<file path="config.mk">
export PLATFORM = sky130hd
export DESIGN_NAME = gpio_bank_ctrl
export DESIGN_NICKNAME = d
export VERILOG_FILES = /design/src/rtl/gpio_bank_pkg.sv /design/src/rtl/gpio_state_reg.sv /design/src/rtl/gpio_pin_sync.sv /design/src/rtl/gpio_pad_map.sv /design/src/rtl/gpio_bank_ctrl.sv
export SDC_FILE = /design/constraint.sdc
export NUM_CORES = 1
export LEC_CHECK = 0
export ABC_AREA = 0
export BUFFER_PORTS_ARGS = -buffer_cell sky130_fd_sc_hd__buf_4
export CAP_MARGIN = 20
export CELL_PAD_IN_SITES_DETAIL_PLACEMENT = 1
export CELL_PAD_IN_SITES_GLOBAL_PLACEMENT = 2
export CORE_UTILIZATION = 30
export DETAILED_ROUTE_END_ITERATION = 16
export PLACE_DENSITY = 0.67
export SYNTH_ARGS = -nofsm -noshare
export SYNTH_HDL_FRONTEND = slang
export SYNTH_SLANG_ARGS = --single-unit
</file>
<file path="constraint.sdc">
create_clock -name clk -period 10.2 [get_ports clk]
set_input_delay 1.02 -clock clk [delete_from_list [all_inputs] [get_ports clk]]
set_output_delay 1.02 -clock clk [all_outputs]
set_load 0.05 [all_outputs]
</file>
<file path="src/rtl/gpio_bank_pkg.sv">
package gpio_bank_pkg;

  // address bits [3:0] within a register group
  localparam logic [3:0] SUB_BASE = 4'h0;
  localparam logic [3:0] SUB_SET  = 4'h4;
  localparam logic [3:0] SUB_CLR  = 4'h8;

  // address bits [7:4]: group 0 is the pin sample, 1..7 the state registers
  localparam logic [3:0] GRP_PINS = 4'd0;
  localparam logic [3:0] GRP_DATA = 4'd1;
  localparam logic [3:0] GRP_MASK = 4'd2;
  localparam logic [3:0] GRP_PULL = 4'd3;
  localparam logic [3:0] GRP_FUNC = 4'd4;
  localparam logic [3:0] GRP_SEL  = 4'd5;
  localparam logic [3:0] GRP_DIR  = 4'd6;
  localparam logic [3:0] GRP_TRIG = 4'd7;

  localparam int NUM_STATE = 7;

  typedef enum logic [1:0] {
    ROLE_GPIO = 2'd0,
    ROLE_ALT1 = 2'd1,
    ROLE_ALT2 = 2'd2,
    ROLE_ALT3 = 2'd3
  } pin_role_e;

endpackage

</file>
<file path="src/rtl/gpio_state_reg.sv">
module gpio_state_reg #(
  parameter int WIDTH    = 32,
  parameter int NUM_PINS = 32
) (
  input  logic             clk,
  input  logic             rst_n,
  input  logic [WIDTH-1:0] set_bits,
  input  logic [WIDTH-1:0] clr_bits,
  output logic [WIDTH-1:0] q
);

  logic [WIDTH-1:0] q_next;

  always_comb begin
    q_next = q;
    q_next = q_next | set_bits;
    q_next = q_next & ~clr_bits;
  end

  for (genvar i = 0; i < WIDTH; i++) begin : g_bit
    if (i < NUM_PINS) begin : g_impl
      logic upd;
      assign upd = set_bits[i] | clr_bits[i];
      always_ff @(posedge clk or negedge rst_n) begin
        if (!rst_n) begin
          q[i] <= 1'b0;
        end else if (upd) begin
          q[i] <= q_next[i];
        end
      end
    end else begin : g_none
      assign q[i] = 1'b0;
    end
  end

  // ones written to the set alias are high afterwards
  a_r1_set_sticks: assert property (@(posedge clk) disable iff (!rst_n)
    (set_bits != '0) |=> ((q & $past(set_bits)) == $past(set_bits)));

  // ones written to the clear alias are low afterwards
  a_r2_clr_sticks: assert property (@(posedge clk) disable iff (!rst_n)
    (clr_bits != '0) |=> ((q & $past(clr_bits)) == '0));

  // with no alias write the register holds
  a_r1_hold_idle: assert property (@(posedge clk) disable iff (!rst_n)
    (set_bits == '0 && clr_bits == '0) |=> $stable(q));

endmodule

</file>
<file path="src/rtl/gpio_pin_sync.sv">
module gpio_pin_sync #(
  parameter int WIDTH    = 32,
  parameter int NUM_PINS = 32,
  parameter int STAGES   = 2
) (
  input  logic             clk,
  input  logic             rst_n,
  input  logic [WIDTH-1:0] pad_in,
  output logic [WIDTH-1:0] level
);

  localparam logic [WIDTH-1:0] IMPL_MASK = {WIDTH{1'b1}} >> (WIDTH - NUM_PINS);

  logic [WIDTH-1:0] stage_q [STAGES];

  for (genvar s = 0; s < STAGES; s++) begin : g_stage
    logic [WIDTH-1:0] stage_d;
    if (s == 0) begin : g_first
      assign stage_d = pad_in & IMPL_MASK;
    end else begin : g_next
      assign stage_d = stage_q[s-1];
    end
    always_ff @(posedge clk or negedge rst_n) begin
      if (!rst_n) begin
        stage_q[s] <= '0;
      end else begin
        stage_q[s] <= stage_d;
      end
    end
  end

  assign level = stage_q[STAGES-1];

endmodule

</file>
<file path="src/rtl/gpio_pad_map.sv">
module gpio_pad_map
  import gpio_bank_pkg::*;
#(
  parameter int WIDTH    = 32,
  parameter int NUM_PINS = 32
) (
  input  logic [WIDTH-1:0]   data_q,
  input  logic [WIDTH-1:0]   pull_q,
  input  logic [WIDTH-1:0]   func_q,
  input  logic [WIDTH-1:0]   sel_q,
  input  logic [WIDTH-1:0]   dir_q,
  input  logic [WIDTH-1:0]   trig_q,
  output logic [WIDTH-1:0]   pad_oe,
  output logic [WIDTH-1:0]   pad_out,
  output logic [WIDTH-1:0]   pad_pull_en,
  output logic [2*WIDTH-1:0] pad_role
);

  for (genvar i = 0; i < WIDTH; i++) begin : g_pin
    if (i < NUM_PINS) begin : g_impl
      pin_role_e role;
      always_comb begin
        if (!func_q[i])      role = ROLE_GPIO;
        else if (!sel_q[i])  role = ROLE_ALT1;
        else if (!trig_q[i]) role = ROLE_ALT2;
        else                 role = ROLE_ALT3;
      end
      assign pad_role[2*i +: 2] = role;
      assign pad_oe[i]          = (role == ROLE_GPIO) && dir_q[i];
      assign pad_out[i]         = data_q[i];
      assign pad_pull_en[i]     = ~pull_q[i];
    end else begin : g_none
      assign pad_role[2*i +: 2] = ROLE_GPIO;
      assign pad_oe[i]          = 1'b0;
      assign pad_out[i]         = 1'b0;
      assign pad_pull_en[i]     = 1'b0;
    end
  end

endmodule

</file>
<file path="src/rtl/gpio_bank_ctrl.sv">
module gpio_bank_ctrl
  import gpio_bank_pkg::*;
#(
  parameter int WIDTH    = 32,
  parameter int NUM_PINS = 32,
  parameter int ADDR_W   = 8,
  parameter int SYNC_STG = 2
) (
  input  logic               clk,
  input  logic               rst_n,
  input  logic [ADDR_W-1:0]  bus_addr,
  input  logic               bus_we,
  input  logic [WIDTH-1:0]   bus_wdata,
  output logic [WIDTH-1:0]   bus_rdata,
  input  logic [WIDTH-1:0]   pad_in,
  output logic [WIDTH-1:0]   pad_oe,
  output logic [WIDTH-1:0]   pad_out,
  output logic [WIDTH-1:0]   pad_pull_en,
  output logic [2*WIDTH-1:0] pad_role
);

  localparam logic [WIDTH-1:0] IMPL_MASK = {WIDTH{1'b1}} >> (WIDTH - NUM_PINS);

  // reset: asserted asynchronously, released on the clock
  logic rst_m, rst_ni;
  always_ff @(posedge clk or negedge rst_n) begin
    if (!rst_n) begin
      rst_m  <= 1'b0;
      rst_ni <= 1'b0;
    end else begin
      rst_m  <= 1'b1;
      rst_ni <= rst_m;
    end
  end

  // address split
  logic [3:0] grp, sub;
  logic       in_bank;
  assign grp     = bus_addr[7:4];
  assign sub     = bus_addr[3:0];
  assign in_bank = ((bus_addr >> 8) == '0);

  logic [NUM_STATE-1:0][WIDTH-1:0] state_q;
  logic [NUM_STATE-1:0][WIDTH-1:0] set_v, clr_v;

  for (genvar g = 0; g < NUM_STATE; g++) begin : g_state
    logic hit;
    assign hit      = bus_we && in_bank && (grp == 4'(g + 1));
    assign set_v[g] = (hit && sub == SUB_SET) ? (bus_wdata & IMPL_MASK) : '0;
    assign clr_v[g] = (hit && sub == SUB_CLR) ? (bus_wdata & IMPL_MASK) : '0;

    gpio_state_reg #(.WIDTH(WIDTH), .NUM_PINS(NUM_PINS)) u_reg (
      .clk      (clk),
      .rst_n    (rst_ni),
      .set_bits (set_v[g]),
      .clr_bits (clr_v[g]),
      .q        (state_q[g])
    );
  end

  logic [WIDTH-1:0] pin_level;
  gpio_pin_sync #(.WIDTH(WIDTH), .NUM_PINS(NUM_PINS), .STAGES(SYNC_STG)) u_sync (
    .clk    (clk),
    .rst_n  (rst_ni),
    .pad_in (pad_in),
    .level  (pin_level)
  );

  // read mux
  always_comb begin
    bus_rdata = '0;
    if (in_bank && sub == SUB_BASE) begin
      if (grp == GRP_PINS) begin
        bus_rdata = pin_level;
      end
      for (int g = 0; g < NUM_STATE; g++) begin
        if (grp == 4'(g + 1)) bus_rdata = state_q[g];
      end
    end
  end

  gpio_pad_map #(.WIDTH(WIDTH), .NUM_PINS(NUM_PINS)) u_map (
    .data_q      (state_q[GRP_DATA - 1]),
    .pull_q      (state_q[GRP_PULL - 1]),
    .func_q      (state_q[GRP_FUNC - 1]),
    .sel_q       (state_q[GRP_SEL  - 1]),
    .dir_q       (state_q[GRP_DIR  - 1]),
    .trig_q      (state_q[GRP_TRIG - 1]),
    .pad_oe      (pad_oe),
    .pad_out     (pad_out),
    .pad_pull_en (pad_pull_en),
    .pad_role    (pad_role)
  );

  // no read data above the implemented pins
  a_r10_rdata_impl: assert property (@(posedge clk) disable iff (!rst_ni)
    ((bus_rdata & ~IMPL_MASK) == '0));

  // a pin in an alternate role never has its output enabled
  a_r7_alt_no_oe: assert property (@(posedge clk) disable iff (!rst_ni)
    ((pad_oe & state_q[GRP_FUNC - 1]) == '0));

  // writes outside the set/clear aliases leave all state unchanged
  a_r11_unmapped_write: assert property (@(posedge clk) disable iff (!rst_ni)
    (bus_we && !(in_bank && grp >= GRP_DATA && grp <= GRP_TRIG &&
                 (sub == SUB_SET || sub == SUB_CLR))) |=> $stable(state_q));

  // the pin sample offset is read-only
  a_r4_pins_readonly: assert property (@(posedge clk) disable iff (!rst_ni)
    (bus_we && in_bank && grp == GRP_PINS) |=> $stable(state_q));

endmodule

</file>
### Word level (Yosys, flattened, before mapping)

Index checks and enable logic that the tools add are counted.

| storage, ports and cells | value |
|---|---|
| register bits | 290 |
| input port bits | 75 |
| word-level logic and storage cells | 720 |

| cells by class | value |
|---|---|
| reductions and logical operators | 87 |
| bitwise gates (word level) | 277 |
| mux-type cells | 119 |
| eq/ne operators | 9 |

Operator list:

| kind | number |
|---|---|
| 32-bit 2-to-1 mux | 23 |
| 32-bit bitwise AND | 7 |
| 32-bit inverter | 7 |
| 1-bit bitwise OR | 224 |
| 32-bit bitwise OR | 7 |
| 2-bit 2-to-1 mux | 64 |
| 2-bit logical NOT | 32 |
| 1-bit logical AND | 53 |
| 1-bit 2-to-1 mux | 32 |
| 1-bit inverter | 32 |
| 4-bit by 3-bit == test with 1-bit output, second input constant | 5 |
| 4-bit by 2-bit == test with 1-bit output, second input constant | 2 |
| 4-bit logical NOT | 2 |
| 4-bit by 1-bit == test with 1-bit output, second input constant | 1 |
| 4-bit == test, second input constant | 1 |

### Depth between registers and ports, before layout

Gate-level depths: netlist (run 1).

| depth | value |
|---|---|
| word-level depth | 10 |
| depth in mapped cells | 7 |

### Cells and area by module

A second synthesis (run 1) with hierarchy kept.

| second synthesis, totals | value |
|---|---|
| cells, all modules | 1,634 |
| area total of the unflattened synthesis | 17,468.0 sq um |

Modules (own cells, without submodules):

| module | times used | sequential area each (sq um) | area each (sq um) | cells each |
|---|---|---|---|---|
| gpio_state_reg | 7 | 800.8 | 1,121.1 | 64 |
| gpio_bank_ctrl | 1 | 50.0 | 6,777.8 | 930 |
| gpio_pin_sync | 1 | 1,601.5 | 1,601.5 | 64 |
| gpio_pad_map | 1 | 0.0 | 1,241.2 | 192 |

### Least setup slack after synthesis (run 1)

Ideal clock, no wire load.

| timing path | value |
|---|---|
| kind | input-to-output |
| start point | input bus_addr[4] |
| end point | output bus_rdata[29] |
| buffers on the path | 2 |
| arrival time | 3.138 ns |
| stages on the path | 6 |
| slack | 6.042 ns |
| cell sequence | buf_4 inv_1 buf_4 mux4_2 a21oi_1 o32ai_1 |

| on the way | value |
|---|---|
| longest elaborated chain between the ends | 10 |
| elaborated cells between the ends (all ways) | 17 |
| classes of those cells | 7 x eq/ne; 9 x mux; 1 x reduce/logical |

RTL lines:

| what | RTL line | source |
|---|---|---|
| start: declaration | gpio_bank_ctrl.sv:11 | `input logic [ADDR_W-1:0] bus_addr,` |
| 4-bit logical NOT | gpio_bank_ctrl.sv:73 | `if (grp == GRP_PINS) begin` |
| 32-bit 2-to-1 mux | gpio_bank_ctrl.sv:73 |  |
| 32-bit 2-to-1 mux (6 in series) | gpio_bank_ctrl.sv:77 | `if (grp == 4'(g + 1)) bus_rdata = state_q[g];` |
| 32-bit 2-to-1 mux (*) | gpio_bank_ctrl.sv:77 |  |
| 32-bit 2-to-1 mux (*) | gpio_bank_ctrl.sv:72 | `if (in_bank && sub == SUB_BASE) begin` |
| end: declaration | gpio_bank_ctrl.sv:14 | `output logic [WIDTH-1:0] bus_rdata,` |

Mark *: on every way between the ends. The rest lies on a longest branch, timed or not.

### Worst setup path in the final report (run 1)

| timing path | value |
|---|---|
| start point | input bus_addr[6] |
| end point | output bus_rdata[13] |

The elaborated chain is that of the path after synthesis.

==> flow_summary.json, run 1 <==
{
  "p_leak_nw": 7.811,
  "num_rows": 77,
  "cts_sinks": 290,
  "synth_cell_types": 32,
  "ir_drop_v": 0.00008216,
  "routed_wl_um": 51230,
  "setup_viol": 0,
  "via_per_inst": 5.174,
  "hpwl_um": 31560,
  "met2_usage": 0.3661,
  "required_ns": 9.18,
  "startpoint_type": "input pin",
  "tns_ns": 0,
  "fin_skew_ns": 0.005507,
  "clkTransAtPathRegs_ns": 0.06,
  "cts_resized": 0,
  "worstPathArrival_ns": 3.87,
  "fmax_mhz": 204.3,
  "powerDensity_mw_per_mm2": 166.4,
  "grt_max_degree": 151,
  "critical_path_buf_inv_count": 3,
  "grt_use_met1": 0.3304,
  "drv_cap": 0,
  "htree_levels": 2,
  "holdBufCountCts": 0,
  "fill_cells": 4965,
  "grt_antenna_before_repair": 0,
  "slew_headroom": 0.3512,
  "core-area_sq_mm": 0.04412,
  "avgRoutedWirePerCell_um": 24.22,
  "port_buffers": 266,
  "syn2layout_area_growth_pct": 26.00,
  "root_buffer": "clkbuf_16",
  "netlist_area_sq_mm": 0.01338,
  "cts_tree": "built",
  "p_total_mw": 2.806,
  "ios": 267,
  "ys_ff_latch": 290,
  "yosysWarnings": 0,
  "pre_cts_slack_ns": 5.196,
  "fp.dieArea_sq_mm": 0.04545,
  "synth_nets": 1365,
  "antenna_cells": 0,
  "cpMostUsedCell": "buf_4",
  "busiest_layer": "met2",
  "crit_slowest_cell": "nor2b_1",
  "syn_area_per_cell_sq_um": 10.37,
  "overflow": 0,
  "first_pass_iters": 5,
  "dieWidth_um": 213.2,
  "clk_path_buf_depth": 3,
  "placed_area_sq_mm": 0.01580,
  "vias": 10940,
  "crit_family": "buffers and inverters",
  "stdcell_area_sq_mm": 0.01686,
  "start_util": 0.3033,
  "place_congestion": 0.7448,
  "slowest_delay_ns": 0.77,
  "drtIter0Drc": 609,
  "drive_gt1_frac": 0.2515,
  "clock_latency_ns": 0.52,
  "postLayoutSetupSlackWorst_ns": 5.306,
  "worst-path-max-fanout": 48,
  "end_kind": "output port",
  "grt_pass1_wl_um": 76820,
  "cts-buffers-inserted": 36,
  "nNetsFinal": 1580,
  "cts_setup_buffers": 0,
  "holdCritPathClass": "input pin to asynchronous set/reset pin",
  "hold_viol": 0,
  "period_needed_ns": 4.894,
  "grt_pass1_vias": 11520,
  "ant_nets": 0,
  "finalCritPeriodShare": 0.4798,
  "syn_inst": 1290,
  "drc_errors": 0,
  "die_h_um": 213.2,
  "crit_type": "input pin to output port",
  "crit_path_cell_trace": "buf_4 -> nor2b_1 -> nand3_2 -> buf_4 -> o22ai_1 -> buf_4",
  "gr-usage-met3": 0.03368,
  "worst_pin_slew_ns": 0.9721,
  "status": "complete, no violations",
  "grt_usage": 0.2306,
  "synth_seq_area_share": 0.5423,
  "maxSlewViolCount": 0,
  "grt_setup_unrepaired": "false"
}
## sequential cells by signal (all words and copies together) (netlist names)
| register | flops |
|---|---|
| u_sync.level | 32 |
| g_state.u_reg.q | 224 |
| u_sync.g_stage.stage_d | 32 |
| rst_m | 1 |
| rst_ni | 1 |
## layout make-up
type / count / area, sq um / area share
Sequential cell: 290 / 7261 / 0.4306
Multi-Input combinational cell: 821 / 5355 / 0.3176
Timing Repair Buffer: 290 / 2193 / 0.1301
Clock buffer: 51 / 1039 / 0.06159
Tap cell: 592 / 740.7 / 0.04393
Inverter: 66 / 247.7 / 0.01469
Clock inverter: 5 / 25.02 / 0.001484
## per-stage QoR
stage,instances,hold WS (ns),utilization
finish,2115,0.2665,0.3821
global route,2115,0.2503,0.3821
CTS,2115,0.2331,0.3821
detailed placement,2059,0.3356,0.3580
global placement,2059,0.3326,0.3580
floorplan,1290,0.3312,-
## worst paths after layout
check                                                        from                           endpoint  slack [ns]  cells after the start
max reg2reg                                      rst_ni$_DFF_PN0_  g_state[2].u_reg.q[1]$_DFFE_PN0P_        8.17                      1
max in group asynchronous                        rst_ni$_DFF_PN0_  g_state[2].u_reg.q[1]$_DFFE_PN0P_        8.17                      1
min                                                         rst_n                   rst_ni$_DFF_PN0_        0.27                      1
min reg2reg                u_sync.g_stage[1].stage_d[4]$_DFF_PN0_          u_sync.level[4]$_DFF_PN0_        0.34                      0
min in group clk           u_sync.g_stage[1].stage_d[4]$_DFF_PN0_          u_sync.level[4]$_DFF_PN0_        0.34                      0
max                                                   bus_addr[6]                      bus_rdata[13]        5.31                      6
## report_power, final
group	internal (mW)	switching, mW
sequential	1.21	0.0501
combinational	0.120	0.239
clock	0.701	0.490
## cell usage after synthesis
cell type    n  share of area
nand3_1      2        0.00075
clkbuf_1    51          0.014
nand3b_1     1        0.00056
buf_6       13          0.011
nand2_1      9         0.0025
o32ai_1      1        0.00065
a21oi_1    449           0.17
nor3_2       5         0.0037
or3_1        2        0.00093
nand2b_1    14         0.0065
a2bb2oi_1   14         0.0092
nand4bb_1    1        0.00084
or3b_4       1        0.00084
nor3_1       4         0.0015
dfrtp_1    290           0.54
and2_1      32          0.015
o21ai_0      8         0.0030
buf_4        9         0.0050
a21boi_0    32          0.018
buf_2       33          0.012
conb_1       1        0.00028
nor4_4       4         0.0064
or2_2        1        0.00047
a211oi_1    24          0.013
nor2b_1     35          0.016
nor2_1      52          0.015
inv_1       66          0.019
mux2i_1     71          0.053
buf_1        7         0.0020
mux4_2      25          0.042
o22ai_1     31          0.014
or4b_1       2         0.0015
## metal layers
layer,vias to the layer above,routed length [um]
li1,5006,-
met1,5627,24120
met2,257,24070
met3,54,2225
met4,0,824
met5,-,0
## logic make-up after synthesis
kind of cell	after synthesis	synth area share
AOI/OAI and AO/OA	559	0.2266
buffers and inverters	179	0.06311
DFF	290	0.5423
muxes	96	0.09518
other	1	0.0002802
and+or+nand+nor	165	0.07246
## layout by cell type, fill, tap and decap left out, types with 2 or more instances in the layout
| cell type | n |
|---|---|
| clkbuf_16 | 37 |
| clkbuf_1 | 8 |
| buf_4 | 288 |
| dfrtp_1 | 289 |
| a2bb2oi_1 | 14 |
| nor2_4 | 3 |
| nor4_4 | 4 |
| nand2b_1 | 14 |
| nor3_4 | 5 |
| nand2_1 | 9 |
| o21ai_0 | 8 |
| or4b_1 | 2 |
| nor2_1 | 49 |
| a21boi_0 | 32 |
| clkinv_2 | 5 |
| mux4_2 | 25 |
| a211oi_1 | 24 |
| mux2i_1 | 71 |
| and2_1 | 32 |
| nor2b_1 | 35 |
| clkbuf_8 | 6 |
| inv_1 | 66 |
| o22ai_1 | 31 |
| nor3_2 | 3 |
| a21oi_1 | 449 |
Power figures use the tool's default switching activity.
==> run 2, diff against run 1 <==
- ABC_AREA: 0 -> 1
- PLACE_DENSITY: 0.67 -> 0.73
- clock period: 10.2 -> 4.9 ns (I/O delays scaled with it)
==> run 2 against run 1 <==
- design area rose by 5.4%
- sequential power up 110%
- largest cell class unchanged
- clock-buffer cell count is 5 higher
- critical endpoint unchanged
- largest power group is now the clock network
- highest routed layer unchanged
- cell count increased by 24%
==> flow_summary.json, run 2 <==
{
  "final_common_cell": "a21oi_1",
  "grt_antenna_before_repair": 0,
  "status": "complete, no violations",
  "vias": 13180,
  "fin_skew_ns": 0.01272,
  "layout_common_cells": "a21oi_1 (361), nor2_1 (302), dfrtp_1 (289), buf_4 (285), inv_1 (245)",
  "hpwl_um": 37160,
  "drtIter0Drc": 874,
  "routed_wl_um": 58620,
  "cts-buffers-inserted": 37,
  "startpoint_type": "input pin",
  "holdPathStages": 1,
  "pre_cts_slack_ns": 1.253,
  "crit_family": "simple AND/OR/NAND/NOR gates",
  "hold_viol": 0,
  "avgRoutedWirePerCell_um": 22.30,
  "fill_cells": 5431,
  "start_util": 0.3031,
  "dieWidth_um": 215.9,
  "core-area_sq_mm": 0.04528,
  "grt_usage": 0.2526,
  "multiInputGateArea_sq_mm": 0.005206,
  "worst_pin_slew_ns": 1.163,
  "worst-path-max-fanout": 24,
  "cts_sinks": 290,
  "grt_max_degree": 152,
  "postLayoutSetupSlackWorst_ns": 1.377,
  "grt_pass1_vias": 13760,
  "critical_path_buf_inv_count": 2,
  "async_flop_share": 1.000,
  "fp.dieArea_sq_mm": 0.04661,
  "synth_top_area_frac": 0.5287,
  "synthTopCellsByCount": "a21oi_1 (361), nor2_1 (314), dfrtp_1 (290)",
  "synth_seq_area_share": 0.5287,
  "fmax_mhz": 283.9,
  "cts_resized": 0,
  "drc_errors": 0,
  "crit_slowest_cell": "nand2_1",
  "clk_path_buf_depth": 3,
  "port_buffers": 266,
  "syn_area_per_cell_sq_um": 7.707,
  "period_needed_ns": 3.523,
  "synth_edf_count": 0,
  "powerDensity_mw_per_mm2": 354.9,
  "end_kind": "output port",
  "grt_pass1_wl_um": 87800,
  "tns_ns": 0,
  "synth_nets": 1856,
  "first_pass_iters": 5,
  "overflow": 0,
  "maxSlewViolCount": 0,
  "netlist_area_sq_mm": 0.01373,
  "via_per_inst": 5.015,
  "synthTopCellsByArea": "dfrtp_1 (53%), a21oi_1 (13%), nor2_1 (8.6%), inv_1 (6.7%), nand2_1 (6.5%)",
  "r2r-end": "g_state[0].u_reg.q[9]$_DFFE_PN0P_",
  "synth_largest_area_cell": "dfrtp_1",
  "root_buffer": "clkbuf_16",
  "ant_nets": 0,
  "p_leak_nw": 9.111,
  "slowest_delay_ns": 0.74,
  "crit_type": "input pin to output port",
  "synth_flop_cell": "dfrtp_1",
  "ys_ff_latch": 290,
  "htree_levels": 2,
  "top_register": "g_state.u_reg.q",
  "clock_latency_ns": 0.55,
  "synth_most_common_cell": "a21oi_1",
  "syn_inst": 1781,
  "clkTransAtPathRegs_ns": 0.06,
  "grt_setup_unrepaired": "false",
  "largest_reg_flops": 224,
  "synth_cell_types": 22,
  "nNetsFinal": 2075,
  "cts_tree": "built",
  "holdPathEnd": "u_sync.g_stage[1].stage_d[1]$_DFF_PN0_",
  "stdcell_area_sq_mm": 0.01777,
  "placed_area_sq_mm": 0.01644,
  "drv_cap": 0,
  "hold_start": "pad_in[1]",
  "ir_drop_v": 0.0001929,
  "cts_setup_buffers": 0,
  "ios": 267,
  "holdBufCountCts": 1,
  "crit_path_cell_trace": "buf_4 -> nor2_4 -> nand2_1 -> nor2_1 -> nor2_1 -> nand3_1 -> nand2_1 -> a21oi_1 -> buf_4",
  "num_rows": 78,
  "place_congestion": 0.7948,
  "required_ns": 4.41,
  "seqCellArea_sq_mm": 0.007261,
  "syn2layout_area_growth_pct": 29.44,
  "crit_path_start": "bus_addr[7]",
  "drive_gt1_frac": 0.1883,
  "yosysWarnings": 0,
  "finalCritPeriodShare": 0.7189,
  "regToRegSetupSlack_ns": 3.38,
  "worstPathArrival_ns": 3.03,
  "holdCritPathClass": "input pin to flip-flop",
  "r2r_cells": 1,
  "r2r_start": "rst_ni$_DFF_PN0_",
  "setup_viol": 0,
  "die_h_um": 215.9,
  "slew_headroom": 0.2231,
  "p_total_mw": 6.305,
  "antenna_cells": 0
}
## run 2: cell count changes in the layout (fill, tap and decap cells not counted), sizes merged, moves of 18 or more
cell	change
o21ai	+24
a31oi	+18
a21oi	-88
mux4	-25
mux2i	-71
inv	+184
nor2b	-35
and2	-32
nand2	+228
nand4	+18
o22ai	-31
nor2	+267
nand3	+117
a211oi	-24
## run 2: area by class of cell
class,instances,area share
clock buffers,56,0.06359
repair buffers,294,0.1304
inverters,250,0.05282
well taps,600,0.04225
flip-flops and latches,290,0.4087
clock inverters,12,0.009225
multi-input cells,1127,0.2930
## run 2: worst max-delay path by stage
stage / slack (ns) / end / cells past startpoint
after global placement: 1.20 / g_state[5].u_reg.q[30]$_DFFE_PN0P_ / 7
final: 1.38 / bus_rdata[13] / 9
after floorplan: 0.15 / g_state[0].u_reg.q[0]$_DFFE_PN0P_ / 0
after global routing: 1.23 / bus_rdata[13] / 9
after detailed placement: 1.25 / g_state[1].u_reg.q[30]$_DFFE_PN0P_ / 7
after CTS: 1.40 / bus_rdata[13] / 9
## run 2: report_power, final
part / internal [mW] / switching [mW]
clock: 1.80 / 1.11
combinational: 0.213 / 0.579
sequential: 2.51 / 0.0906
total: 4.53 / 1.78
## run 2: metrics by stage
step	utilization	hold WS, ns	instances
after floorplan	-	0.1944	1781
after global placement	0.3603	0.2543	2553
after detailed placement	0.3630	0.2558	2559
after CTS	0.3917	0.004359	2628
after global routing	0.3924	0.01666	2629
final	0.3924	0.03980	2629
## run 2: cells by family after synthesis
group / share of synthesized area
other: 0.0002732
AO/OA/AOI/OAI: 0.1613
AND/OR/NAND/NOR: 0.2077
flip-flops: 0.5287
buffers and inverters: 0.1020
## run 2: per-layer routing
metal | track usage | up-vias | wire, um
li1 | - | 6106 | -
met1 | 0.3472 | 6631 | 26790
met2 | 0.4085 | 357 | 27580
met3 | 0.03453 | 90 | 2772
met4 | 0.08451 | 0 | 1472
met5 | 0 | - | 0
==> run 3, diff against run 2 <==
- clock period: 4.9 -> 3.7 ns (I/O delays scaled with it)
==> run 3 against run 2 <==
- design area rose by 1.7%
- sequential share of layout area fell by 0.68 points
- combinational power rose by 36%
- global-route usage rose by 0.13 points
- clock-buffer cell count fell by 3
- die area did not move
- highest routed layer is now met5
==> flow_summary.json, run 3 (synthesis gave the netlist of run 2 again) <==
{
  "status": "complete, no violations",
  "holdCritPathClass": "input pin to flip-flop",
  "final_core_util": 0.3990,
  "routed_wl_um": 59010,
  "crit_type": "input pin to output port",
  "start_util": 0.3031,
  "clk_path_buf_depth": 3,
  "hold_viol": 0,
  "fp.dieArea_sq_mm": 0.04661,
  "ant_nets": 0,
  "ios": 267,
  "overflow": 0,
  "worstPathArrival_ns": 2.41,
  "startpoint_type": "input pin",
  "drc_errors": 0,
  "setup_viol": 0,
  "r2r_start": "rst_ni$_DFF_PN0_",
  "largest_reg_flops": 224,
  "hold_start": "bus_wdata[11]",
  "fmax_mhz": 359.6,
  "worst_pin_slew_ns": 0.9555,
  "grt_setup_unrepaired": "false",
  "end_kind": "output port",
  "first_pass_iters": 5,
  "htree_levels": 2,
  "top_register": "g_state.u_reg.q",
  "cts-buffers-inserted": 37,
  "dieWidth_um": 215.9,
  "powerDensity_mw_per_mm2": 447.0,
  "hpwl_um": 38190,
  "clkTransAtPathRegs_ns": 0.06,
  "final_common_cell": "a21oi_1",
  "clock_latency_ns": 0.55,
  "place_congestion": 0.8086,
  "drive_gt1_frac": 0.1882,
  "drv_cap": 0,
  "tns_ns": 0,
  "root_buffer": "clkbuf_16",
  "core-area_sq_mm": 0.04528,
  "layout_common_cells": "a21oi_1 (361), nor2_1 (302), buf_4 (295), dfrtp_1 (289), inv_1 (245)",
  "avgRoutedWirePerCell_um": 22.12,
  "die_h_um": 215.9,
  "nNetsFinal": 2120,
  "syn2layout_area_growth_pct": 31.65,
  "cts_tree": "built",
  "num_rows": 78,
  "grt_max_degree": 90,
  "grt_pass1_wl_um": 88730,
  "cts_sinks": 290,
  "cts_resized": 0,
  "grt_antenna_before_repair": 2,
  "cts_setup_buffers": 0,
  "via_per_inst": 5.003,
  "drtIter0Drc": 690,
  "grt_usage": 0.2539,
  "maxSlewViolCount": 0,
  "vias": 13350,
  "grt_pass1_vias": 14160,
  "fin_skew_ns": 0.01690,
  "ir_drop_v": 0.0002949,
  "finalCritPeriodShare": 0.7515,
  "crit_path_start": "bus_addr[5]",
  "required_ns": 3.33,
  "period_needed_ns": 2.781,
  "slew_headroom": 0.3615,
  "worst-path-max-fanout": 15,
  "p_leak_nw": 9.230,
  "port_buffers": 266
}
## run 3: final cells by class
type                    count  area, sq um
clock inverters             8        75.07
repair buffers            339         2765
diodes                      1        2.502
clock buffers              53         1076
multi-input cells        1127         5201
fillers                  5479        27210
inverters                 250        938.4
flip-flops and latches    290         7261
well taps                 600        750.7
## run 3: per-layer routing
metal,wire (um),track usage,vias to the layer above
met2,27720,0.4186,351
met3,2928,0.04383,95
met5,13,0,-
met4,1752,0.08592,2
li1,-,-,6194
met1,26590,0.3359,6707
## run 3: worst max-delay path, stage by stage
cell and delay (ns):
buf_4 0.15, inv_1 0.12, nor2_4 0.10, nand2_1 0.56
nor2_1 0.39, nor2_1 0.09, nand3_1 0.07, nand2_1 0.05
a21oi_1 0.24, buf_4 0.26
## run 3: path summary, 6_finish.rpt
path / endpoint / slack (ns) / depth (start not counted)
max reg2reg: u_sync.level[10]$_DFF_PN0_ / 2.20 / 1
max: bus_rdata[3] / 0.92 / 10
max in group asynchronous: u_sync.level[10]$_DFF_PN0_ / 2.20 / 1
min reg2reg: u_sync.level[27]$_DFF_PN0_ / 0.35 / 0
min in group asynchronous: rst_ni$_DFF_PN0_ / 0.13 / 2
min: g_state[4].u_reg.q[11]$_DFFE_PN0P_ / 0.08 / 2
## run 3: power by group
part	internal, mW	switching [mW]	leakage, nW
clock	2.08	1.46	0.568
combinational	0.313	0.770	5.18
sequential	3.33	0.124	3.49
total	5.72	2.36	9.23
## run 3: per-stage QoR
stage	power [mW]	cell area, sq um	hold slack (ns)	setup WS [ns]	instances
finish	8.077	18070	0.08177	0.9194	2668
CTS	8.169	18070	0.04872	0.8947	2667
global route	8.364	18070	0.07677	0.7477	2668
global placement	4.548	16590	0.1534	0.9555	2573
floorplan	4.123	13730	0.07441	0.8089	1781
detailed placement	4.564	16590	0.1555	0.8750	2573
## run 3: repair_timing
action | 4_1_cts | 5_1_grt
hold buffers | 33 | 0
hold endpoints to repair | 34 | 0
setup endpoints to repair | 0 | 0
